**src/rtl/fcs_pkg.sv**
```systemverilog
package fcs_pkg;
  localparam int BYTE_W = 8;
  localparam int CRC_W = 16;
  localparam int LEN_W = 7;
  // x^16+x^12+x^5+1, bit-reversed for LSB-first shifting
  localparam logic [CRC_W-1:0] POLY_REV = 16'h8408;
endpackage

```
**src/rtl/fcs_crc_byte.sv**
```systemverilog
module fcs_crc_byte #(
  parameter int CRC_W = fcs_pkg::CRC_W,
  parameter int DATA_W = fcs_pkg::BYTE_W,
  parameter logic [CRC_W-1:0] POLY = fcs_pkg::POLY_REV
) (
  input  logic [CRC_W-1:0]  crc_i,
  input  logic [DATA_W-1:0] data_i,
  output logic [CRC_W-1:0]  crc_o
);
  logic [CRC_W-1:0] stg [DATA_W+1];

  assign stg[0] = crc_i;

  for (genvar b = 0; b < DATA_W; b++) begin : g_bit
    logic fb;
    assign fb = stg[b][0] ^ data_i[b];
    assign stg[b+1] = (stg[b] >> 1) ^ (fb ? POLY : '0);
  end

  assign crc_o = stg[DATA_W];
endmodule

```
**src/rtl/fcs_tx.sv**
```systemverilog
module fcs_tx #(
  parameter int DATA_W = fcs_pkg::BYTE_W,
  parameter int CRC_W = fcs_pkg::CRC_W,
  parameter int LEN_W = fcs_pkg::LEN_W
) (
  input  logic              clk_i,
  input  logic              rst_ni,
  input  logic              en_i,
  input  logic              valid_i,
  input  logic              sof_i,
  input  logic              eof_i,
  input  logic [DATA_W-1:0] data_i,
  input  logic [LEN_W-1:0]  len_i,
  output logic              valid_o,
  output logic              sof_o,
  output logic              eof_o,
  output logic [DATA_W-1:0] data_o
);
  localparam logic [LEN_W-1:0] CNT_MAX = LEN_W'((1 << LEN_W) - 1);
  localparam logic [LEN_W-1:0] MIN_LEN = LEN_W'(2);

  logic [LEN_W-1:0] cnt_q, len_q;
  logic             en_q;
  logic [CRC_W-1:0] crc_q;

  logic [LEN_W-1:0] cnt_cur, len_cur, lo_idx, hi_idx;
  logic             en_cur, sub_on, in_tail;
  logic [CRC_W-1:0] crc_cur, crc_upd;
  logic [DATA_W-1:0] data_nx;

  assign cnt_cur = sof_i ? '0 : cnt_q;
  assign len_cur = sof_i ? len_i : len_q;
  assign en_cur  = sof_i ? en_i : en_q;
  assign crc_cur = sof_i ? '0 : crc_q;

  assign lo_idx  = len_cur - LEN_W'(2);
  assign hi_idx  = len_cur - LEN_W'(1);
  assign sub_on  = en_cur && (len_cur >= MIN_LEN);
  assign in_tail = sub_on && (cnt_cur >= lo_idx);

  fcs_crc_byte #(.CRC_W(CRC_W), .DATA_W(DATA_W)) u_crc (
    .crc_i (crc_cur),
    .data_i(data_i),
    .crc_o (crc_upd)
  );

  always_comb begin
    data_nx = data_i;
    if (sub_on && cnt_cur == lo_idx)      data_nx = crc_cur[DATA_W-1:0];
    else if (sub_on && cnt_cur == hi_idx) data_nx = crc_cur[CRC_W-1:DATA_W];
  end

  always_ff @(posedge clk_i or negedge rst_ni) begin
    if (!rst_ni) begin
      cnt_q <= '0;
      len_q <= '0;
      en_q  <= 1'b0;
      crc_q <= '0;
    end else if (valid_i) begin
      cnt_q <= (cnt_cur == CNT_MAX) ? CNT_MAX : cnt_cur + LEN_W'(1);
      len_q <= len_cur;
      en_q  <= en_cur;
      crc_q <= in_tail ? crc_cur : crc_upd;
    end
  end

  always_ff @(posedge clk_i or negedge rst_ni) begin
    if (!rst_ni) begin
      valid_o <= 1'b0;
      sof_o   <= 1'b0;
      eof_o   <= 1'b0;
      data_o  <= '0;
    end else begin
      valid_o <= valid_i;
      sof_o   <= valid_i && sof_i;
      eof_o   <= valid_i && eof_i;
      if (valid_i) data_o <= data_nx;
    end
  end

  AST_TX_VALID_LAT: assert property (@(posedge clk_i) disable iff (!rst_ni)
    valid_i |=> valid_o);
  AST_TX_EOF_LAT: assert property (@(posedge clk_i) disable iff (!rst_ni)
    (valid_i && eof_i) |=> eof_o);
  AST_TX_PASS_OFF: assert property (@(posedge clk_i) disable iff (!rst_ni)
    (valid_i && !en_cur) |=> (data_o == $past(data_i)));
  AST_TX_SHORT: assert property (@(posedge clk_i) disable iff (!rst_ni)
    (valid_i && len_cur < MIN_LEN) |=> (data_o == $past(data_i)));
  AST_TX_HEAD: assert property (@(posedge clk_i) disable iff (!rst_ni)
    (valid_i && sub_on && cnt_cur < lo_idx) |=> (data_o == $past(data_i)));
endmodule

```
**src/rtl/fcs_rx.sv**
```systemverilog
module fcs_rx #(
  parameter int DATA_W = fcs_pkg::BYTE_W,
  parameter int CRC_W = fcs_pkg::CRC_W,
  parameter int LEN_W = fcs_pkg::LEN_W
) (
  input  logic              clk_i,
  input  logic              rst_ni,
  input  logic              valid_i,
  input  logic              sof_i,
  input  logic              eof_i,
  input  logic [DATA_W-1:0] data_i,
  input  logic [LEN_W-1:0]  len_i,
  output logic              done_o,
  output logic              ok_o
);
  localparam logic [LEN_W-1:0] MIN_LEN = LEN_W'(2);

  logic [CRC_W-1:0] crc_q, crc_cur, crc_upd;
  logic [LEN_W-1:0] len_q, len_cur;

  assign crc_cur = sof_i ? '0 : crc_q;
  assign len_cur = sof_i ? len_i : len_q;

  fcs_crc_byte #(.CRC_W(CRC_W), .DATA_W(DATA_W)) u_crc (
    .crc_i (crc_cur),
    .data_i(data_i),
    .crc_o (crc_upd)
  );

  always_ff @(posedge clk_i or negedge rst_ni) begin
    if (!rst_ni) begin
      crc_q  <= '0;
      len_q  <= '0;
      done_o <= 1'b0;
      ok_o   <= 1'b0;
    end else begin
      done_o <= valid_i && eof_i;
      if (valid_i) begin
        crc_q <= crc_upd;
        len_q <= len_cur;
        if (eof_i) ok_o <= (crc_upd == '0) && (len_cur >= MIN_LEN);
      end
    end
  end

  AST_RX_DONE: assert property (@(posedge clk_i) disable iff (!rst_ni)
    (valid_i && eof_i) |=> done_o);
  AST_RX_HOLD: assert property (@(posedge clk_i) disable iff (!rst_ni)
    !done_o |-> $stable(ok_o));
  AST_RX_SHORT: assert property (@(posedge clk_i) disable iff (!rst_ni)
    (valid_i && eof_i && len_cur < MIN_LEN) |=> !ok_o);
endmodule

```
**src/rtl/fcs_unit.sv**
```systemverilog
module fcs_unit
  import fcs_pkg::*;
(
  input  logic              clk_i,
  input  logic              rst_ni,
  input  logic              tx_crc_en_i,
  input  logic              tx_valid_i,
  input  logic              tx_sof_i,
  input  logic              tx_eof_i,
  input  logic [BYTE_W-1:0] tx_data_i,
  input  logic [LEN_W-1:0]  tx_len_i,
  output logic              tx_valid_o,
  output logic              tx_sof_o,
  output logic              tx_eof_o,
  output logic [BYTE_W-1:0] tx_data_o,
  input  logic              rx_valid_i,
  input  logic              rx_sof_i,
  input  logic              rx_eof_i,
  input  logic [BYTE_W-1:0] rx_data_i,
  input  logic [LEN_W-1:0]  rx_len_i,
  output logic              rx_done_o,
  output logic              rx_crc_ok_o
);
  fcs_tx #(.DATA_W(BYTE_W), .CRC_W(CRC_W), .LEN_W(LEN_W)) u_tx (
    .clk_i  (clk_i),
    .rst_ni (rst_ni),
    .en_i   (tx_crc_en_i),
    .valid_i(tx_valid_i),
    .sof_i  (tx_sof_i),
    .eof_i  (tx_eof_i),
    .data_i (tx_data_i),
    .len_i  (tx_len_i),
    .valid_o(tx_valid_o),
    .sof_o  (tx_sof_o),
    .eof_o  (tx_eof_o),
    .data_o (tx_data_o)
  );

  fcs_rx #(.DATA_W(BYTE_W), .CRC_W(CRC_W), .LEN_W(LEN_W)) u_rx (
    .clk_i  (clk_i),
    .rst_ni (rst_ni),
    .valid_i(rx_valid_i),
    .sof_i  (rx_sof_i),
    .eof_i  (rx_eof_i),
    .data_i (rx_data_i),
    .len_i  (rx_len_i),
    .done_o (rx_done_o),
    .ok_o   (rx_crc_ok_o)
  );
endmodule

```
**config.mk**
```make
export PLATFORM = sky130hd
export DESIGN_NAME = fcs_unit
export DESIGN_NICKNAME = d
export VERILOG_FILES = /design/src/rtl/fcs_pkg.sv /design/src/rtl/fcs_crc_byte.sv /design/src/rtl/fcs_tx.sv /design/src/rtl/fcs_rx.sv /design/src/rtl/fcs_unit.sv
export SDC_FILE = /design/constraint.sdc
export NUM_CORES = 1
export LEC_CHECK = 0
export ABC_CLOCK_PERIOD_IN_PS = 3300
export BUFFER_PORTS_ARGS = -buffer_cell sky130_fd_sc_hd__buf_4
export CAP_MARGIN = 20
export CORE_AREA = 5 5 122 124
export CTS_CLUSTER_DIAMETER = 200
export CTS_CLUSTER_SIZE = 20
export DETAILED_ROUTE_END_ITERATION = 6
export DIE_AREA = 0 0 127 129
export GPL_ROUTABILITY_DRIVEN = 0
export PLACE_DENSITY = 0.62
export SKIP_LAST_GASP = 1
export SYNTH_ARGS = -nofsm -noshare
export SYNTH_HDL_FRONTEND = slang
export SYNTH_SLANG_ARGS = --single-unit
export TNS_END_PERCENT = 10
```
**constraint.sdc**
```tcl
create_clock -name clk_i -period 3.3 [get_ports clk_i]
set_input_delay 0.33 -clock clk_i [delete_from_list [all_inputs] [get_ports clk_i]]
set_output_delay 0.33 -clock clk_i [all_outputs]
set_load 0.01 [all_outputs]
```
==> impl_metrics.toml, run 1 <==
[outcome]
status = "completed"

[die]
start_util = 0.344
chipWidth_um = 127
die_area_um2 = 16400
die_h_um = 129
core_area_um2 = 13700
ios = 52
std_cell_rows = 43

[cts]
h-tree-depth = 3
clk_latency_ns = 0.33
cts_made_buffers = 9
cts_resized = 0
cts_num_sinks = 66
clk_path_buf_depth = 2
clockRootBuffer = "clkbuf_16"
clk_pin_slew_ns = 0.06
cts_tree = "yes"

[routing]
drc = 0
routed-via-count = 3884
antenna_left = 0
via_per_inst = 5.31
drt_wl_total_um = 11700
drtIter0Drc = 262
wl_per_cell_um = 16.0
dr.pass1.iters = 4

[finish]
final_cell_count_no_fill = 732
final_area_um2 = 5560
final_cell_mix = "dfrtp_1 (66), buf_4 (62), xnor2_1 (50)"
n_antenna_cell = 0
final_common_cell = "dfrtp_1"
nets = 598
multi_input_area_um2 = 2840
regArea_um2 = 1650
area_growth_pct = 18.2
drive_above_1_share = 0.232
fillers = 1360

[place]
placed_area_um2 = 5280
port_buffers = 50
dp_cells = 715
place_ws_ns = 0.00945
dp_hpwl_um = 8330

[global_route]
grt_use_total = 0.147
grt-ovfl-total = 0
antenna_found_initial = 0
grt_pass1_vias = 4023
grt_max_degree = 67
grt_pass1_wl_um = 19700

[timing]
finClkSkew_ns = 0.00560
hold_viol = 0
worst_pin_slew_ns = 0.861
grt_setup_unrepaired = "no"
max_slew_margin = 0.426
finalWorstPathRequiredPeriod_ns = 3.10
layout_setup_ws_ns = 0.204
slew_viol_final = 0
setup_viol = 0
fmax_mhz = 323
fin_tns_setup_ns = 0
period_share = 0.938

[yosys]
yosysUniqueCellTypes = 76
syn-cell-area_um2 = 4710
synth_edf_count = 0
synth-async-reset-ratio = 1.00
yosysTopAreaCell = "dfrtp_1"
yosys_warnings = 0
synth.avg_cell_area_um2 = 9.45
ys_seq_area_frac = 0.351
ys_ff_latch = 66
yosysTopAreaCellShare = 0.351
ys.flop_type = "dfrtp_1"
synth_area_leaders = "dfrtp_1 (35%), xnor2_1 (9.3%), mux2_2 (5.5%), a21oi_1 (3.3%), ha_1 (3.2%)"
syn_inst = 498
syn_nets = 549

[setup_path]
worst-setup-path-type = "reg -> reg"
crit_fanout = 9
worstPathRequired_ns = 3.49
cp-start-kind = "flop"
cp.arrival_ns = 3.28
worstSetupEndpointType = "flop"

[pwr]
p_leak_nw = 2.30
ir_worst_vdd_v = 0.000270
total_power_mw = 3.69
powerDensity_nw_per_um2 = 664

[min_path]
hold_class = "in -> async"

[flow_run]
cap_violations = 0
-- repair_timing --
action                                  in CTS  in global routing
hold buffers                                 0                  0
buffers inserted                             0                  1
endpoints found under the setup margin       0                  1
-- cell type report --
class | count | area share
clock buffer | 11 | 0.0436
clock inverter | 5 | 0.00540
inverter | 18 | 0.0121
multi-input combinational | 388 | 0.511
sequential | 66 | 0.297
tap | 180 | 0.0405
timing repair buffer | 64 | 0.0909
-- critical path, stage by stage, from the launching register on --
cell and delay, ns:
dfrtp_1 0.37, mux2i_1 0.19, ha_2 0.24, nor4b_4 0.27, nor2_1 0.10, xnor2_1 0.14, ha_1 0.33, o211a_1 0.25
a221oi_2 0.24, o21ai_2 0.12, and2_1 0.16, buf_4 0.18, a32oi_1 0.19, o221ai_1 0.16
-- sequential cells by signal (all words and copies together), names as in the netlist --
| register | count |
|---|---|
| u_rx.crc_q | 16 |
| u_rx.done_o | 1 |
| u_rx.len_q | 6 |
| u_rx.ok_o | 1 |
| u_tx.cnt_q | 7 |
| u_tx.crc_q | 16 |
| u_tx.data_o | 8 |
| u_tx.en_q | 1 |
| u_tx.eof_o | 1 |
| u_tx.len_q | 7 |
| u_tx.sof_o | 1 |
| u_tx.valid_o | 1 |
-- stage by stage --
step                      hold slack [ns]  utilization
after floorplan                    0.0344            -
after global placement              0.472        0.387
after global routing                0.185        0.407
after CTS                           0.153        0.407
after detailed placement            0.467        0.387
final                               0.109        0.407
-- cells in the mapped netlist (2+ instances only) --
library cell	instances
nor2b_1	24
a31oi_1	3
xor2_1	12
o22ai_1	7
buf_2	3
nand3_1	10
buf_4	2
o2bb2ai_1	8
clkbuf_1	11
nand2_1	29
xnor2_1	50
or3_2	2
o221ai_1	6
nand4_1	2
or4_1	2
nor3_1	19
a32oi_1	7
mux2i_1	8
nor2_1	38
xnor2_2	3
dfrtp_1	66
buf_6	7
nor3b_1	3
a22o_1	9
inv_1	16
a22oi_1	6
nor4_1	2
a21oi_1	31
a21o_1	4
o21ai_0	15
nor4b_1	3
o21ai_1	5
buf_1	2
ha_1	12
and2_1	3
nand2b_1	6
mux2_2	23
-- cells by family (layout without fill, tap and decap cells) --
kind of cell / count (synthesis) / in the layout / share of synthesized area
simple gates: 154 / 154 / 0.173
compound gates: 125 / 125 / 0.191
xor+xnor: 66 / 66 / 0.131
flops: 66 / 66 / 0.351
buf+inv: 44 / 98 / 0.0508
mux: 31 / 31 / 0.0721
fa+ha+maj: 12 / 12 / 0.0319
-- where the power goes --
part	internal (mW)	switching (mW)	total (mW)
Combinational	0.758	0.716	1.47
Clock	0.525	0.366	0.891
Sequential	1.04	0.282	1.33
-- path summary, 6_finish.rpt --
kind / startpoint / to / slack (ns) / cells after the start
worst max register to register: u_tx.len_q[2]$_DFFE_PN0P_ / u_tx.crc_q[11]$_DFFE_PN0P_ / 0.20 / 13
min in group clk_i: tx_eof_i / u_tx.eof_o$_DFF_PN0_ / 0.22 / 2
worst min register to register: u_tx.crc_q[13]$_DFFE_PN0P_ / u_tx.crc_q[13]$_DFFE_PN0P_ / 0.49 / 1
max in group asynchronous: rst_ni / u_rx.crc_q[10]$_DFFE_PN0P_ / 2.62 / 1
worst min-delay path: rst_ni / u_tx.crc_q[4]$_DFFE_PN0P_ / 0.11 / 1
worst max-delay path: u_tx.len_q[2]$_DFFE_PN0P_ / u_tx.crc_q[11]$_DFFE_PN0P_ / 0.20 / 13
-- per-layer routing --
metal / global-route usage / up-vias / wire length [um]
met1: 0.190 / 1865 / 5300
met5: 0 / - / 0
li1: - / 1889 / -
met3: 0.0345 / 23 / 635
met2: 0.241 / 107 / 5520
met4: 0.0511 / 0 / 235
(Power assumes the default switching activity.)
==> run 2, diff against run 1 <==
Settings changed: CTS_BUF_LIST set to sky130_fd_sc_hd__clkbuf_8.
==> run 2 against run 1 <==
  * Register-to-register slack about the same
  * Non-clock buffer count unchanged
  * Combinational power about the same
  * First-iteration DRC count increased by 0.38%
  * Via count decreased by 0.26%
  * Routed wire length decreased by 0.38%
  * Cell count unchanged
  * Hold slack got worse by 0.0092 ns
  * Design area decreased by 1.8%
  * Maximum frequency decreased by 0.15%
  * Largest cell class unchanged
  * Largest power group unchanged
==> impl_metrics.toml, run 2 (synthesis gave the netlist of run 1 again) <==
[cts]
cts_resized = 0
clk_pin_slew_ns = 0.07
clk_path_buf_depth = 2
cts_made_buffers = 9
h-tree-depth = 3
cts_tree = "yes"
clockRootBuffer = "clkbuf_8"
clk_latency_ns = 0.34
cts_num_sinks = 66

[routing]
antenna_left = 0
dr.pass1.iters = 4
wl_per_cell_um = 15.9
drt_wl_total_um = 11600
routed-via-count = 3874
drc = 0
drtIter0Drc = 263
via_per_inst = 5.29

[setup_path]
worstPathRequired_ns = 3.50
cp.arrival_ns = 3.30
regToRegSetupSlack_ns = 0.20
r2r-end = "u_tx.crc_q[11]$_DFFE_PN0P_"
crit_fanout = 9
reg2reg_depth = 13
cp-start-kind = "flop"
worstSetupEndpointType = "flop"
timing.critical_path.buf_inv = 1
crit_path_end = "u_tx.crc_q[11]$_DFFE_PN0P_"
path_depth = 13
crit_start = "u_tx.len_q[2]$_DFFE_PN0P_"
cp_top_family = "compound AO/OA/AOI/OAI gates"
cpMaxStageDelayCell = "dfrtp_1"
cp_cell_sequence = "mux2i_1, ha_2, nor4b_4, nor2_1, xnor2_1, ha_1, o211a_1, a221oi_2, o21ai_2, and2_1, buf_4, a32oi_1, o221ai_1"
slowest_delay_ns = 0.38
reg2reg_from = "u_tx.len_q[2]$_DFFE_PN0P_"
worst-setup-path-type = "reg -> reg"

[global_route]
grt_max_degree = 67
antenna_found_initial = 0
grt_use_total = 0.145
grt-ovfl-total = 0
grt_pass1_vias = 4004
grt_pass1_wl_um = 19600

[finish]
multi_input_area_um2 = 2840
nets = 598
fillers = 1370
final_common_cell = "dfrtp_1"
final_cell_mix = "dfrtp_1 (66), buf_4 (62), xnor2_1 (50)"
final_area_um2 = 5460
area_growth_pct = 16.1
regArea_um2 = 1650
n_antenna_cell = 0
largestRegisters = "u_rx.crc_q: 16 flops, u_tx.crc_q: 16 flops, u_tx.data_o: 8 flops"
drive_above_1_share = 0.232

[die]
std_cell_rows = 43
die_h_um = 129
chipWidth_um = 127
start_util = 0.344
ios = 52
core_area_um2 = 13700
die_area_um2 = 16400

[pwr]
ir_worst_vdd_v = 0.000250
powerDensity_nw_per_um2 = 625
p_leak_nw = 2.26
total_power_mw = 3.41

[min_path]
hold_class = "in -> async"

[timing]
fin_tns_setup_ns = 0
worst_pin_slew_ns = 0.870
period_share = 0.940
hold_viol = 0
slew_viol_final = 0
grt_setup_unrepaired = "no"
setup_viol = 0
fmax_mhz = 322
max_slew_margin = 0.420
finalWorstPathRequiredPeriod_ns = 3.10
finClkSkew_ns = 0.00793

[place]
placed_area_um2 = 5280
dp_hpwl_um = 8330
port_buffers = 50

[flow_run]
cap_violations = 0

[outcome]
status = "completed"
run 2: how the worst min path moves through the flow:
| stage | to | slack, ns |
|---|---|---|
| after detailed placement | u_tx.crc_q[13]$_DFFE_PN0P_ | 0.47 |
| after global placement | u_tx.crc_q[13]$_DFFE_PN0P_ | 0.47 |
| after CTS | u_tx.len_q[5]$_DFFE_PN0P_ | 0.13 |
| after global routing | u_tx.data_o[4]$_DFFE_PN0P_ | 0.15 |
| after floorplan | u_rx.crc_q[0]$_DFFE_PN0P_ | 0.03 |
| final | u_tx.data_o[0]$_DFFE_PN0P_ | 0.1 |
run 2: routing by layer:
layer / up-vias / part of all wire / global-route usage
li1: 1894 / - / -
met1: 1854 / 0.46 / 0.191
met2: 105 / 0.47 / 0.238
met3: 21 / 0.054 / 0.0345
met4: 0 / 0.019 / 0.0454
met5: - / 0 / 0
run 2: report_power, final:
group          leakage (nW)  total [mW]  switching, mW  internal [mW]
combinational          1.39        1.48          0.718          0.758
clock                0.0892       0.611          0.325          0.286
sequential            0.785        1.32          0.282           1.04
run 2: worst reg2reg max path: stages (launching register included):
cell and delay (ns):
dfrtp_1 0.38, mux2i_1 0.19, ha_2 0.24, nor4b_4 0.27, nor2_1 0.10, xnor2_1 0.14, ha_1 0.33, o211a_1 0.25
a221oi_2 0.24, o21ai_2 0.12, and2_1 0.16, buf_4 0.18, a32oi_1 0.19, o221ai_1 0.16
run 2: repair_timing:
item / in CTS / in global routing
setup buffers: 0 / 1
endpoints found under the setup margin: 0 / 1
hold buffers: 0 / 0
hold endpoints to repair: 0 / 0
run 2: through the flow:
stage	utilization	setup slack [ns]	hold WS, ns	cells
after global routing	0.400	0.00478	0.152	732
after floorplan	-	-0.313	0.0344	498
after detailed placement	0.387	0.00945	0.467	715
after global placement	0.387	0.117	0.472	715
after CTS	0.399	0.181	0.126	731
final	0.400	0.199	0.0999	732
run 2: final cells by class:
cell class | count | area share
clock buffers | 10 | 0.0252
inverters | 18 | 0.0124
clock inverters | 6 | 0.00619
well taps | 180 | 0.0412
repair buffers | 64 | 0.0926
flip-flops and latches | 66 | 0.302
multi-input cells | 388 | 0.520
